==> config.mk <==
export PLATFORM = sky130hd
export DESIGN_NAME = resp_compactor
export DESIGN_NICKNAME = d
export VERILOG_FILES = /design/src/rtl/rc_pkg.sv /design/src/rtl/rc_trans.sv /design/src/rtl/rc_ones_acc.sv /design/src/rtl/rc_parity.sv /design/src/rtl/resp_compactor.sv
export SDC_FILE = /design/constraint.sdc
export NUM_CORES = 1
export LEC_CHECK = 0
export ABC_AREA = 1
export BUFFER_PORTS_ARGS = -buffer_cell sky130_fd_sc_hd__buf_4
export CAP_MARGIN = 20
export CORE_ASPECT_RATIO = 0.8
export CORE_MARGIN = 3
export CORE_UTILIZATION = 55
export DETAILED_ROUTE_END_ITERATION = 10
export PLACE_DENSITY_LB_ADDON = 0.2
export SYNTH_ARGS = -nofsm -noshare
export SYNTH_HDL_FRONTEND = slang
export SYNTH_SLANG_ARGS = --single-unit
==> constraint.sdc <==
create_clock -name clk -period 3.5 [get_ports clk]
set_input_delay 0.35 -clock clk [delete_from_list [all_inputs] [get_ports clk]]
set_output_delay 0.35 -clock clk [all_outputs]
set_load 0.02 [all_outputs]
==> src/rtl/rc_pkg.sv <==
package rc_pkg;
  typedef enum logic {
    RC_IDLE = 1'b0,
    RC_RUN  = 1'b1
  } rc_state_e;
endpackage

==> src/rtl/rc_trans.sv <==
// Transition counter: remembers the previous bit and whether a bit was seen.
module rc_trans #(
  parameter int CW = 9
) (
  input  logic          clk,
  input  logic          rst_n,
  input  logic          clr,
  input  logic          take,
  input  logic          bit_i,
  output logic [CW-1:0] cnt_nxt
);
  logic [CW-1:0] cnt_q;
  logic          prev_q;
  logic          seen_q;

  always_comb begin
    cnt_nxt = cnt_q;
    if (take && seen_q && (bit_i != prev_q)) cnt_nxt = cnt_q + CW'(1);
  end

  always_ff @(posedge clk or negedge rst_n) begin
    if (!rst_n) begin
      cnt_q  <= '0;
      prev_q <= 1'b0;
      seen_q <= 1'b0;
    end else if (clr) begin
      cnt_q  <= '0;
      prev_q <= 1'b0;
      seen_q <= 1'b0;
    end else if (take) begin
      cnt_q  <= cnt_nxt;
      prev_q <= bit_i;
      seen_q <= 1'b1;
    end
  end
endmodule

==> src/rtl/rc_ones_acc.sv <==
// Ones counter and prefix-sum accumulator.
module rc_ones_acc #(
  parameter int CW = 9,
  parameter int AW = 17
) (
  input  logic          clk,
  input  logic          rst_n,
  input  logic          clr,
  input  logic          take,
  input  logic          bit_i,
  output logic [CW-1:0] ones_nxt,
  output logic [AW-1:0] acc_nxt
);
  logic [CW-1:0] ones_q;
  logic [AW-1:0] acc_q;

  always_comb begin
    ones_nxt = ones_q;
    acc_nxt  = acc_q;
    if (take) begin
      ones_nxt = ones_q + CW'(bit_i);
      acc_nxt  = acc_q + AW'(ones_nxt);
    end
  end

  always_ff @(posedge clk or negedge rst_n) begin
    if (!rst_n) begin
      ones_q <= '0;
      acc_q  <= '0;
    end else if (clr) begin
      ones_q <= '0;
      acc_q  <= '0;
    end else begin
      ones_q <= ones_nxt;
      acc_q  <= acc_nxt;
    end
  end
endmodule

==> src/rtl/rc_parity.sv <==
// Single-stage modulo-2 compactor.
module rc_parity (
  input  logic clk,
  input  logic rst_n,
  input  logic clr,
  input  logic take,
  input  logic bit_i,
  output logic par_nxt
);
  logic par_q;

  assign par_nxt = par_q ^ (take & bit_i);

  always_ff @(posedge clk or negedge rst_n) begin
    if (!rst_n)   par_q <= 1'b0;
    else if (clr) par_q <= 1'b0;
    else          par_q <= par_nxt;
  end
endmodule

==> src/rtl/resp_compactor.sv <==
module resp_compactor
  import rc_pkg::*;
#(
  parameter  int MAX_LEN = 256,
  localparam int CW      = $clog2(MAX_LEN) + 1,
  localparam int AW      = 2 * $clog2(MAX_LEN) + 1,
  localparam int LW      = $clog2(MAX_LEN + 1)
) (
  input  logic          clk,
  input  logic          rst_n,
  input  logic          start_i,
  input  logic          end_i,
  input  logic          in_valid,
  output logic          in_ready,
  input  logic          in_bit,
  input  logic [CW-1:0] exp_trans,
  input  logic [CW-1:0] exp_ones,
  input  logic [AW-1:0] exp_acc,
  input  logic          exp_par,
  output logic          done_o,
  output logic [CW-1:0] res_trans,
  output logic [CW-1:0] res_ones,
  output logic [AW-1:0] res_acc,
  output logic          res_par,
  output logic          mis_trans,
  output logic          mis_ones,
  output logic          mis_acc,
  output logic          mis_par
);
  rc_state_e     state_q;
  logic [LW-1:0] len_q;
  logic          take;
  logic          fin;
  logic [CW-1:0] trans_nxt;
  logic [CW-1:0] ones_nxt;
  logic [AW-1:0] acc_nxt;
  logic          par_nxt;

  assign in_ready = (state_q == RC_RUN) && (len_q < LW'(MAX_LEN));
  assign take     = in_valid && in_ready && !start_i;
  assign fin      = end_i && (state_q == RC_RUN) && !start_i;

  rc_trans #(.CW(CW)) u_trans (
    .clk(clk), .rst_n(rst_n), .clr(start_i), .take(take), .bit_i(in_bit),
    .cnt_nxt(trans_nxt)
  );

  rc_ones_acc #(.CW(CW), .AW(AW)) u_ones_acc (
    .clk(clk), .rst_n(rst_n), .clr(start_i), .take(take), .bit_i(in_bit),
    .ones_nxt(ones_nxt), .acc_nxt(acc_nxt)
  );

  rc_parity u_par (
    .clk(clk), .rst_n(rst_n), .clr(start_i), .take(take), .bit_i(in_bit),
    .par_nxt(par_nxt)
  );

  always_ff @(posedge clk or negedge rst_n) begin
    if (!rst_n) begin
      state_q <= RC_IDLE;
      len_q   <= '0;
    end else if (start_i) begin
      state_q <= RC_RUN;
      len_q   <= '0;
    end else if (fin) begin
      state_q <= RC_IDLE;
    end else if (take) begin
      len_q   <= len_q + LW'(1);
    end
  end

  always_ff @(posedge clk or negedge rst_n) begin
    if (!rst_n) begin
      done_o    <= 1'b0;
      res_trans <= '0;
      res_ones  <= '0;
      res_acc   <= '0;
      res_par   <= 1'b0;
      mis_trans <= 1'b0;
      mis_ones  <= 1'b0;
      mis_acc   <= 1'b0;
      mis_par   <= 1'b0;
    end else begin
      done_o <= fin;
      if (fin) begin
        res_trans <= trans_nxt;
        res_ones  <= ones_nxt;
        res_acc   <= acc_nxt;
        res_par   <= par_nxt;
        mis_trans <= (trans_nxt != exp_trans);
        mis_ones  <= (ones_nxt != exp_ones);
        mis_acc   <= (acc_nxt != exp_acc);
        mis_par   <= (par_nxt != exp_par);
      end
    end
  end
endmodule

==> results.py, run 1 <==
metrics = {
    "cts": {
        "clkSinkCount": 89,
        "clk_pin_slew_worst_paths_ns": 0.07,
        "post_cts_buffers": 0,
        "cts_buffers": 9,
        "cts_root_buf": "clkbuf_16",
        "ctsHtreeMaxLevel": 3,
        "cts_max_path_buffers": 2,
        "cts_tree": "built",
        "clk-insertion-delay-late_ns": 0.35,
    },
    "critical_path": {
        "crit_buf_inv": 3,
        "timing.rr.start": "u_ones_acc.ones_q[0]",
        "critical_path_peak_fanout": 5,
        "setup.worst_path.start": "u_ones_acc.ones_q[0]",
        "category_of_the_worst_setup_path_capture_point": "flip-flop",
        "cp_common_cell": "nand2_1",
        "critical_path.cell_chain": "ha_1 -> ha_1 -> nand3_1 -> nor2_2 -> nand4_1 -> inv_1 -> nand2_1 -> nand2_1 -> inv_1 -> ha_1 -> inv_1 -> o21bai_1 -> nand3_1 -> nand3_1 -> nand3_1 -> nand2_1 -> nand2_1 -> nand2_1 -> nand2_1 -> nor2_1 -> nand2_1 -> nor2_1 -> nor2_1",
        "critical_path.slowest_cell": "dfrtp_1",
        "crit_required_ns": 3.74,
        "cpLargestDelayFamily": "simple AND/OR/NAND/NOR gates",
        "timing.setup.critical_path_class": "reg -> reg",
        "cp_data_arrival_time_ns": 3.26,
        "critPathLaunchType": "flip-flop",
        "critPathMaxStageDelay_ns": 0.35,
    },
    "drt": {
        "firstDrtPassIters": 5,
        "detail_route.iter0.violations": 311,
        "avgViaCountPerCell": 5.25,
        "ant_nets": 0,
        "post-route-drc-count": 0,
        "wire_per_inst_um": 13.9,
        "wl_um": 12500,
        "routed-via-count": 4745,
    },
    "synth": {
        "synth_most_common_cell": "nand2_1",
        "post_synth_inst_count": 705,
        "synth-warning-count": 0,
        "synth_nets": 763,
        "ys_async_sr_fraction_pct": 100,
        "synth.top_cell.area_share_pct": 43.2,
        "synthesis.area_per_instance_sq_um": 7.31,
        "postSynth.topFlopCell": "dfrtp_1",
        "synth.area.top_cells": "dfrtp_1 43%, nand2_1 17%, inv_1 6.4%, nor2_1 5.0%, o21ai_0 4.8%",
        "synthDominantAreaCellType": "dfrtp_1",
        "netlist_area_sq_mm": 0.00515,
        "synth.yosys.seq_area_share_pct": 43.2,
        "synth-edff-count": 0,
        "netlist_top_cells_count": "239 x nand2_1, 89 x dfrtp_1, 88 x inv_1",
        "ys_ff_latch": 89,
        "post_synth_num_cell_types": 35,
    },
    "floorplanning": {
        "initial_core_util_pct": 58.7,
        "fp.dieArea_sq_mm": 0.0106,
        "row_count": 30,
        "design.core.area_sq_mm": 0.00878,
        "die_y_um": 92.6,
        "io-pin-count": 84,
        "die_w_um": 114,
    },
    "timing": {
        "final_critical_path_time_including_i_o_delays_and_setup_ns": 3.02,
        "totalNegativeSetupSlack_ns": 0,
        "final.setup_skew_ns": 0.00431,
        "period_share_pct": 86.3,
        "worst_slew_pin_slew_ns": 0.946,
        "max_slew_margin_pct": 36.9,
        "highest_clock_rate_mhz": 331,
        "setup_viol": 0,
        "number_of_hold_slack_violations_in_the_final_timing_report": 0,
        "timing.final.max_slew_violations": 0,
        "unrepaired_setup_endpoints_after_global_routing": "no",
    },
    "pwr": {
        "pint_mw": 1.80,
        "power.switching_mw": 0.676,
        "power.clock.fraction_pct": 40.3,
        "power_leakage_nw": 3.27,
        "share_seq_of_total_power_pct": 44.7,
        "power_frac_comb_pct": 14.9,
        "ir_drop_mv": 0.559,
        "p_per_area_mw_per_mm2": 399,
        "switching_share_pct": 27.3,
    },
    "finish": {
        "final_cell_count_no_fill": 904,
        "final_nets": 845,
        "synthToLayoutAreaGrowth_pct": 20.1,
        "antenna-diode-count": 0,
        "post_route_cells_drive_above_1_share_pct": 16.2,
    },
    "flow_run": {
        "max_cap_viol_count": 0,
    },
    "grt": {
        "grt_first_pass_wirelength_um": 21200,
        "grt_max_degree": 75,
        "grt_overflow": 0,
        "antenna_violations_before_repair": 0,
        "first_global_vias": 4568,
        "grtUsageTotal_pct": 24.9,
    },
    "placed_design": {
        "place.gp.congestion": 0.877,
        "io_buffer_count": 83,
        "placed_cells": 888,
        "detailedPlacementHpwl_um": 9040,
    },
    "outcome": {
        "outcome": "finished clean",
    },
    "hold_path": {
        "path_category_of_the_worst_min_delay_check": "in -> async",
    },
}
## routing by layer
metal	wire length, um	vias up	track usage (%)
li1	-	2364	-
met1	5710	2186	32.8
met2	5760	166	39.8
met3	832	29	6.47
met4	229	0	9.00
met5	0	-	0
## registers in the layout (all words and copies together) (netlist names)
name               cells
u_trans.prev_q         1
mis_trans              1
done_o                 1
mis_par                1
mis_acc                1
state_q                1
u_trans.cnt_q          9
res_trans              9
len_q                  9
res_acc               17
u_trans.seen_q         1
res_ones               9
res_par                1
u_ones_acc.ones_q      9
mis_ones               1
u_par.par_q            1
u_ones_acc.acc_q      17
## cells by family (layout without fill, tap and decap cells)
group,after synthesis,count (layout),share of synthesized area (%)
muxes,1,1,0.194
buffers and inverters,108,195,8.08
and+or+nand+nor,393,393,32.7
AOI/OAI and AO/OA,73,73,7.31
xor gates and xnor gates,25,25,4.52
adders and majority gates,16,16,4.03
DFF,89,89,43.2
## final timing paths
check	endpoint	slack (ns)	cells past startpoint
max in group asynchronous	u_trans.seen_q	2.60	2
hold / removal	res_acc[3]	0.13	1
setup / recovery	mis_acc	0.48	23
setup reg to reg	mis_acc	0.48	23
min in group clk	state_q	0.21	2
hold reg to reg	len_q[2]	0.46	1
## power by group through the flow
stage | registers (mW) | clock network, mW | logic, mW
2_1_floorplan | 1.16 | 0 | 0.168
3_3_place_gp | 1.12 | 0 | 0.358
3_5_place_dp | 1.12 | 0 | 0.368
4_1_cts | 1.11 | 1.01 | 0.373
5_1_grt | 1.11 | 1.06 | 0.413
6_report | 1.11 | 0.997 | 0.369
## what timing repair did
item / in CTS / in global routing
gates resized for setup: 0 / 1
hold buffers: 0 / 0
endpoints found under the setup margin: 0 / 1
## placed cells by master, fill, tap and decap left out, drive strengths merged, types with 8 or more instances in the layout
| master | instances |
|---|---|
| nand2 | 241 |
| xor2 | 21 |
| nand3b | 8 |
| inv | 93 |
| buf | 87 |
| or2 | 11 |
| ha | 15 |
| dfrtp | 89 |
| nor2 | 70 |
| a21oi | 11 |
| nor3 | 10 |
| nand3 | 44 |
| clkbuf | 10 |
| o21ai | 57 |
## area by class of cell
class,count,area (sq um)
Clock buffer,10,239
Clock inverter,6,65.1
Fill cell,757,2600
Inverter,92,345
Multi-Input combinational cell,508,2520
Sequential cell,89,2230
Tap cell,112,140
Timing Repair Buffer,87,653
## stage by stage
step,worst slack [ns],utilization [%],instance area [sq um],power [mW],hold slack [ns]
floorplan,0.848,-,5150,1.33,0.0544
global placement,0.527,67.0,5880,1.48,0.439
detailed placement,0.382,67.0,5880,1.49,0.448
CTS,0.466,70.4,6180,2.49,0.190
global route,0.0514,70.4,6190,2.58,0.215
finish,0.479,70.4,6190,2.47,0.132
No activity file was read; power rests on OpenSTA's default activity.
==> run 2: changes to the inputs <==
PLACE_DENSITY = 0.78   (was unset)
PLACE_DENSITY_LB_ADDON = unset   (was 0.2)
==> results.py, run 2 (synthesis results as in run 1) <==
metrics = {
    "timing": {
        "worst_hold_slack_ns": 0.208,
        "period_share_pct": 88.1,
        "highest_clock_rate_mhz": 324,
        "setup_viol": 0,
        "unrepaired_setup_endpoints_after_global_routing": "no",
        "timing.final.max_slew_violations": 0,
        "max_slew_margin_pct": 63.0,
        "final.setup_skew_ns": 0.00570,
        "setup_ws_ns": 0.417,
        "worst_slew_pin_slew_ns": 0.554,
        "final_critical_path_time_including_i_o_delays_and_setup_ns": 3.08,
        "totalNegativeSetupSlack_ns": 0,
        "number_of_hold_slack_violations_in_the_final_timing_report": 0,
    },
    "drt": {
        "avgViaCountPerCell": 5.25,
        "ant_nets": 0,
        "wire_per_inst_um": 14.1,
        "wl_um": 12800,
        "detail_route.iter0.violations": 373,
        "post-route-drc-count": 0,
        "firstDrtPassIters": 5,
        "routed-via-count": 4755,
    },
    "hold_path": {
        "path_category_of_the_worst_min_delay_check": "in -> reg",
        "worst_hold_path.endpoint": "state_q",
        "hold_path_startpoint": "end_i",
        "min_path_cells": 2,
    },
    "critical_path": {
        "cp_data_arrival_time_ns": 3.33,
        "r2r_slack_ns": 0.42,
        "crit_buf_inv": 1,
        "worst_r2r_endpoint": "mis_acc",
        "critical_path_peak_fanout": 5,
        "timing.setup.critical_path_class": "reg -> reg",
        "category_of_the_worst_setup_path_capture_point": "flip-flop",
        "critical_path.slowest_cell": "dfrtp_1",
        "critPathLaunchType": "flip-flop",
        "critPathMaxStageDelay_ns": 0.36,
        "crit_required_ns": 3.74,
        "worst-r2r-cell-count": 18,
        "critical_path.cell_chain": "ha_1 -> ha_1 -> nand3_1 -> nor2_1 -> nand2_1 -> xor2_1 -> inv_1 -> ha_1 -> a21oi_1 -> nand2_1 -> nand2_1 -> nand3_1 -> nand2_1 -> xnor3_1 -> nor2_1 -> nand3_1 -> nor2_1 -> nor2_1",
        "setup.worst_path.start": "u_ones_acc.ones_q[0]",
        "cpLargestDelayFamily": "simple AND/OR/NAND/NOR gates",
        "timing.rr.start": "u_ones_acc.ones_q[0]",
    },
    "placed_design": {
        "detailedPlace.worstSlack_ns": 0.407,
        "io_buffer_count": 83,
        "place.gp.congestion": 0.902,
        "detailedPlacementHpwl_um": 9360,
    },
    "cts": {
        "post_cts.resized_instances": 0,
        "ctsHtreeMaxLevel": 3,
        "clkSinkCount": 89,
        "cts_buffers": 9,
        "post_cts_buffers": 0,
        "cts_hold_buffers": 1,
        "clk-insertion-delay-late_ns": 0.35,
        "cts_tree": "built",
        "cts_max_path_buffers": 2,
        "clk_pin_slew_worst_paths_ns": 0.07,
        "cts_root_buf": "clkbuf_16",
    },
    "finish": {
        "largestRegisters": "res_acc: 17 flops, u_ones_acc.acc_q: 17 flops",
        "synthToLayoutAreaGrowth_pct": 21.2,
        "final_common_cell": "nand2_1",
        "antenna-diode-count": 0,
        "layout.cells.most_common_list": "239 x nand2_1, 89 x dfrtp_1, 88 x inv_1, 88 x buf_4, 68 x nor2_1",
        "post_route_cells_drive_above_1_share_pct": 16.1,
        "final_nets": 847,
    },
    "pwr": {
        "finalPower_mw": 2.62,
        "p_per_area_mw_per_mm2": 420,
        "ir_drop_mv": 0.415,
        "power_leakage_nw": 3.30,
    },
    "grt": {
        "antenna_violations_before_repair": 0,
        "first_global_vias": 4549,
        "grt_first_pass_wirelength_um": 21800,
        "grt_max_degree": 52,
        "grt_overflow": 0,
        "grtUsageTotal_pct": 25.8,
    },
    "floorplanning": {
        "die_y_um": 92.6,
        "initial_core_util_pct": 58.7,
        "fp.dieArea_sq_mm": 0.0106,
        "die_w_um": 114,
        "io-pin-count": 84,
        "design.core.area_sq_mm": 0.00878,
        "row_count": 30,
    },
    "outcome": {
        "outcome": "finished clean",
    },
    "flow_run": {
        "max_cap_viol_count": 0,
    },
}
## run 2: worst max path at each step
stage | end | slack (ns) | cells past startpoint
detailed placement | mis_acc | 0.41 | 23
CTS | mis_acc | 0.45 | 18
floorplan | mis_acc | 0.85 | 22
global placement | mis_acc | 0.51 | 24
global route | mis_acc | 0.1 | 23
finish | mis_acc | 0.42 | 18
## run 2: metrics by stage
| stage | cells | utilization (%) | cell area, sq um |
|---|---|---|---|
| after floorplan | 705 | - | 5150 |
| after global placement | 889 | 67.0 | 5890 |
| after detailed placement | 889 | 67.0 | 5890 |
| after CTS | 906 | 71.1 | 6250 |
| after global routing | 906 | 71.1 | 6250 |
| final | 906 | 71.1 | 6250 |
## run 2: worst reg2reg max path, delay by kind of cell (launching register included)
kind | cells | cell delay, ns
adders and majority gates | 3 | 0.68
buffers and inverters | 1 | 0.09
and+or+nand+nor | 11 | 1.26
DFF | 1 | 0.36
xor gates and xnor gates | 2 | 0.38
AOI/OAI and AO/OA | 1 | 0.23
## run 2: area by class of cell
cell class,instances,area [sq um]
Sequential cell,89,2230
Timing Repair Buffer,89,671
Clock buffer,9,225
Clock inverter,7,124
Inverter,92,345
Tap cell,112,140
Multi-Input combinational cell,508,2510
Fill cell,735,2540
## run 2: metal layers
| layer | share of wire, % | wire length (um) | vias up | GRT usage, % |
|---|---|---|---|---|
| met1 | 47 | 5980 | 2229 | 36.5 |
| li1 | - | - | 2376 | - |
| met5 | 0 | 0 | - | 0 |
| met2 | 46 | 5820 | 139 | 40.1 |
| met3 | 6.4 | 819 | 11 | 6.47 |
| met4 | 1.1 | 143 | 0 | 6.03 |
## run 2: power by group
group	total [mW]	internal (mW)	switching [mW]
sequential	1.11	1.08	0.0304
clock	1.14	0.706	0.437
combinational	0.373	0.145	0.228
==> run 3: changes to the inputs <==
ABC_AREA = unset   (was 1)
==> results.py, run 3 <==
metrics = {
    "finish": {
        "fill_cells": 670,
        "final_common_cell": "buf_4",
        "combined_area_of_the_multi_input_logic_cells_sq_mm": 0.00306,
        "sequential_area_sq_mm": 0.00223,
        "post_route_cells_drive_above_1_share_pct": 26.5,
        "layout.cells.most_common_list": "136 x buf_4, 89 x dfrtp_1, 78 x nand2_1",
        "synthToLayoutAreaGrowth_pct": 30.4,
        "largestRegisters": "res_acc: 17 flops, u_ones_acc.acc_q: 17 flops",
        "final_nets": 773,
        "antenna-diode-count": 0,
        "final_cell_count_no_fill": 835,
    },
    "floorplanning": {
        "die_y_um": 93.7,
        "die_w_um": 116,
        "row_count": 31,
        "io-pin-count": 84,
        "design.core.area_sq_mm": 0.00919,
        "fp.dieArea_sq_mm": 0.0108,
        "initial_core_util_pct": 57.6,
    },
    "hold_path": {
        "hold_path_startpoint": "exp_par",
        "path_category_of_the_worst_min_delay_check": "in -> reg",
        "min_path_cells": 3,
        "worst_hold_path.endpoint": "mis_par",
    },
    "pwr": {
        "power_leakage_nw": 3.18,
        "p_per_area_mw_per_mm2": 348,
        "finalPower_mw": 2.40,
        "ir_drop_mv": 0.242,
    },
    "drt": {
        "ant_nets": 0,
        "firstDrtPassIters": 5,
        "avgViaCountPerCell": 5.80,
        "post-route-drc-count": 0,
        "wire_per_inst_um": 17.8,
        "wl_um": 14900,
        "detail_route.iter0.violations": 345,
        "routed-via-count": 4847,
    },
    "critical_path": {
        "cp_data_arrival_time_ns": 3.86,
        "timing.rr.start": "u_ones_acc.ones_q[0]",
        "timing.setup.critical_path_class": "reg -> reg",
        "critical_path.slowest_cell": "a2111oi_4",
        "crit_buf_inv": 2,
        "worst-r2r-cell-count": 16,
        "critPathLaunchType": "flip-flop",
        "r2r_slack_ns": -0.14,
        "category_of_the_worst_setup_path_capture_point": "flip-flop",
        "critPathMaxStageDelay_ns": 0.42,
        "critical_path.cell_chain": "ha_4 -> ha_4 -> and3_4 -> nand3_4 -> nor2_2 -> xor2_1 -> ha_1 -> buf_6 -> buf_6 -> a21oi_4 -> nand2_2 -> a22o_1 -> a2111oi_2 -> nand4_1 -> a2111oi_4 -> nor2_1",
        "cpLargestDelayFamily": "compound AO/OA/AOI/OAI gates",
        "worst_r2r_endpoint": "mis_acc",
        "critical_path_peak_fanout": 4,
        "crit_required_ns": 3.72,
    },
    "flow_run": {
        "max_cap_viol_count": 0,
    },
    "synth": {
        "synth-warning-count": 0,
        "ys_async_sr_fraction_pct": 100,
        "synth_nets": 652,
        "ys_ff_latch": 89,
        "post_synth_inst_count": 594,
        "synth.area.top_cells": "dfrtp_1 42%, xor2_1 7.1%, nand2_1 5.6%, xnor2_1 5.3%, nor2_1 4.8%",
        "synthDominantAreaCellType": "dfrtp_1",
        "synthesis.area_per_instance_sq_um": 8.91,
        "synth.top_cell.area_share_pct": 42.1,
        "synth_most_common_cell": "dfrtp_1",
        "netlist_top_cells_count": "89 x dfrtp_1, 79 x nand2_1, 67 x nor2_1",
        "netlist_area_sq_mm": 0.00529,
        "synth.yosys.seq_area_share_pct": 42.1,
        "post_synth_num_cell_types": 63,
        "synth-edff-count": 0,
        "postSynth.topFlopCell": "dfrtp_1",
    },
    "grt": {
        "antenna_violations_before_repair": 0,
        "grt_overflow": 0,
        "first_global_vias": 4729,
        "grt_max_degree": 82,
        "grt_first_pass_wirelength_um": 23700,
        "grtUsageTotal_pct": 28.1,
    },
    "cts": {
        "cts_root_buf": "clkbuf_16",
        "cts_max_path_buffers": 2,
        "cts_tree": "built",
        "ctsHtreeMaxLevel": 3,
        "clk-insertion-delay-late_ns": 0.34,
        "clkSinkCount": 89,
        "cts_buffers": 9,
        "clk_pin_slew_worst_paths_ns": 0.07,
    },
    "timing": {
        "totalNegativeSetupSlack_ns": -0.137,
        "setup_ws_ns": -0.137,
        "number_of_hold_slack_violations_in_the_final_timing_report": 0,
        "highest_clock_rate_mhz": 275,
        "setup_viol": 1,
        "unrepaired_setup_endpoints_after_global_routing": "yes",
        "period_share_pct": 104,
        "final.setup_skew_ns": 0.00590,
        "final_critical_path_time_including_i_o_delays_and_setup_ns": 3.64,
        "timing.final.max_slew_violations": 0,
        "worst_slew_pin_slew_ns": 0.605,
        "max_slew_margin_pct": 58.6,
    },
    "outcome": {
        "violations": "negative setup slack",
        "outcome": "complete, but fails checks",
    },
    "placed_design": {
        "placed_cells": 811,
        "io_buffer_count": 83,
        "place.gp.congestion": 0.955,
        "detailedPlacementHpwl_um": 10800,
    },
}
[run 3: changes by cell type in the layout (fill, tap and decap cells not counted), moves of 7 or more]
| cell | previous run | this run |
|---|---|---|
| buf_4 | 88 | 136 |
| inv_1 | 88 | 10 |
| nand2_1 | 239 | 78 |
| or2_2 | 9 | 1 |
| or3_1 | 0 | 7 |
| mux2i_1 | 1 | 10 |
| xor2_1 | 21 | 42 |
| and2_1 | 0 | 7 |
| nand3_1 | 41 | 10 |
| a21oi_1 | 11 | 30 |
| xnor2_1 | 3 | 31 |
[run 3: cell type report]
type | count | share of cell area (%)
inverters | 12 | 0.653
well taps | 115 | 2.09
clock buffers | 10 | 3.46
flip-flops and latches | 89 | 32.3
repair buffers | 143 | 16.2
multi-input cells | 460 | 44.3
clock inverters | 6 | 1.05
[run 3: worst max-delay path by stage]
stage                               from       to  slack (ns)  depth (start not counted)
floorplan           u_ones_acc.ones_q[0]  mis_acc        0.03                         17
global placement                  in_bit  mis_acc       -0.13                         14
detailed placement                in_bit  mis_acc       -0.29                         14
CTS                 u_ones_acc.ones_q[0]  mis_acc       -0.04                         14
global route        u_ones_acc.ones_q[0]  mis_acc       -0.28                         18
finish              u_ones_acc.ones_q[0]  mis_acc       -0.14                         16
[run 3: through the flow]
| stage | util (%) | instance area, sq um | worst slack (ns) | hold WS, ns |
|---|---|---|---|---|
| floorplan | - | 5300 | 0.0318 | 0.0544 |
| global placement | 68.6 | 6310 | -0.133 | 0.463 |
| detailed placement | 68.6 | 6310 | -0.292 | 0.472 |
| CTS | 73.5 | 6760 | -0.0391 | 0.216 |
| global route | 75.1 | 6900 | -0.277 | 0.313 |
| finish | 75.1 | 6900 | -0.137 | 0.309 |
[run 3: tightest hold or removal path: stages]
cell	delay [ns]
buf_4	0.08
xor2_1	0.05
o21ai_0	0.13
[run 3: kinds of logic (layout without fill, tap and decap cells)]
group	Yosys count	after routing	share of synthesized area [%]
simple gates	231	231	20.7
buf+inv	45	171	3.57
fa+ha+maj	16	16	3.93
compound gates	127	127	15.2
mux	11	11	2.10
xor+xnor	75	75	12.4
flops	89	89	42.1
[run 3: routing by layer]
layer / track usage (%) / vias up / wire [um]
li1: - / 2306 / -
met1: 40.5 / 2326 / 6850
met2: 43.2 / 190 / 6820
met3: 6.12 / 25 / 923
met4: 7.44 / 0 / 268
met5: 0 / - / 0
[run 3: power by group]
part	switching (mW)	total [mW]	internal [mW]
Clock	0.422	1.00	0.581
Combinational	0.185	0.318	0.133
Sequential	0.0224	1.08	1.06
[run 3: what timing repair did]
action / CTS / global route
pin swaps: 15 / 12
resized for setup: 18 / 18
buffers inserted: 5 / 1
hold buffers: 0 / 1
endpoints found under the setup margin: 1 / 1
endpoints found under the hold margin: 0 / 6
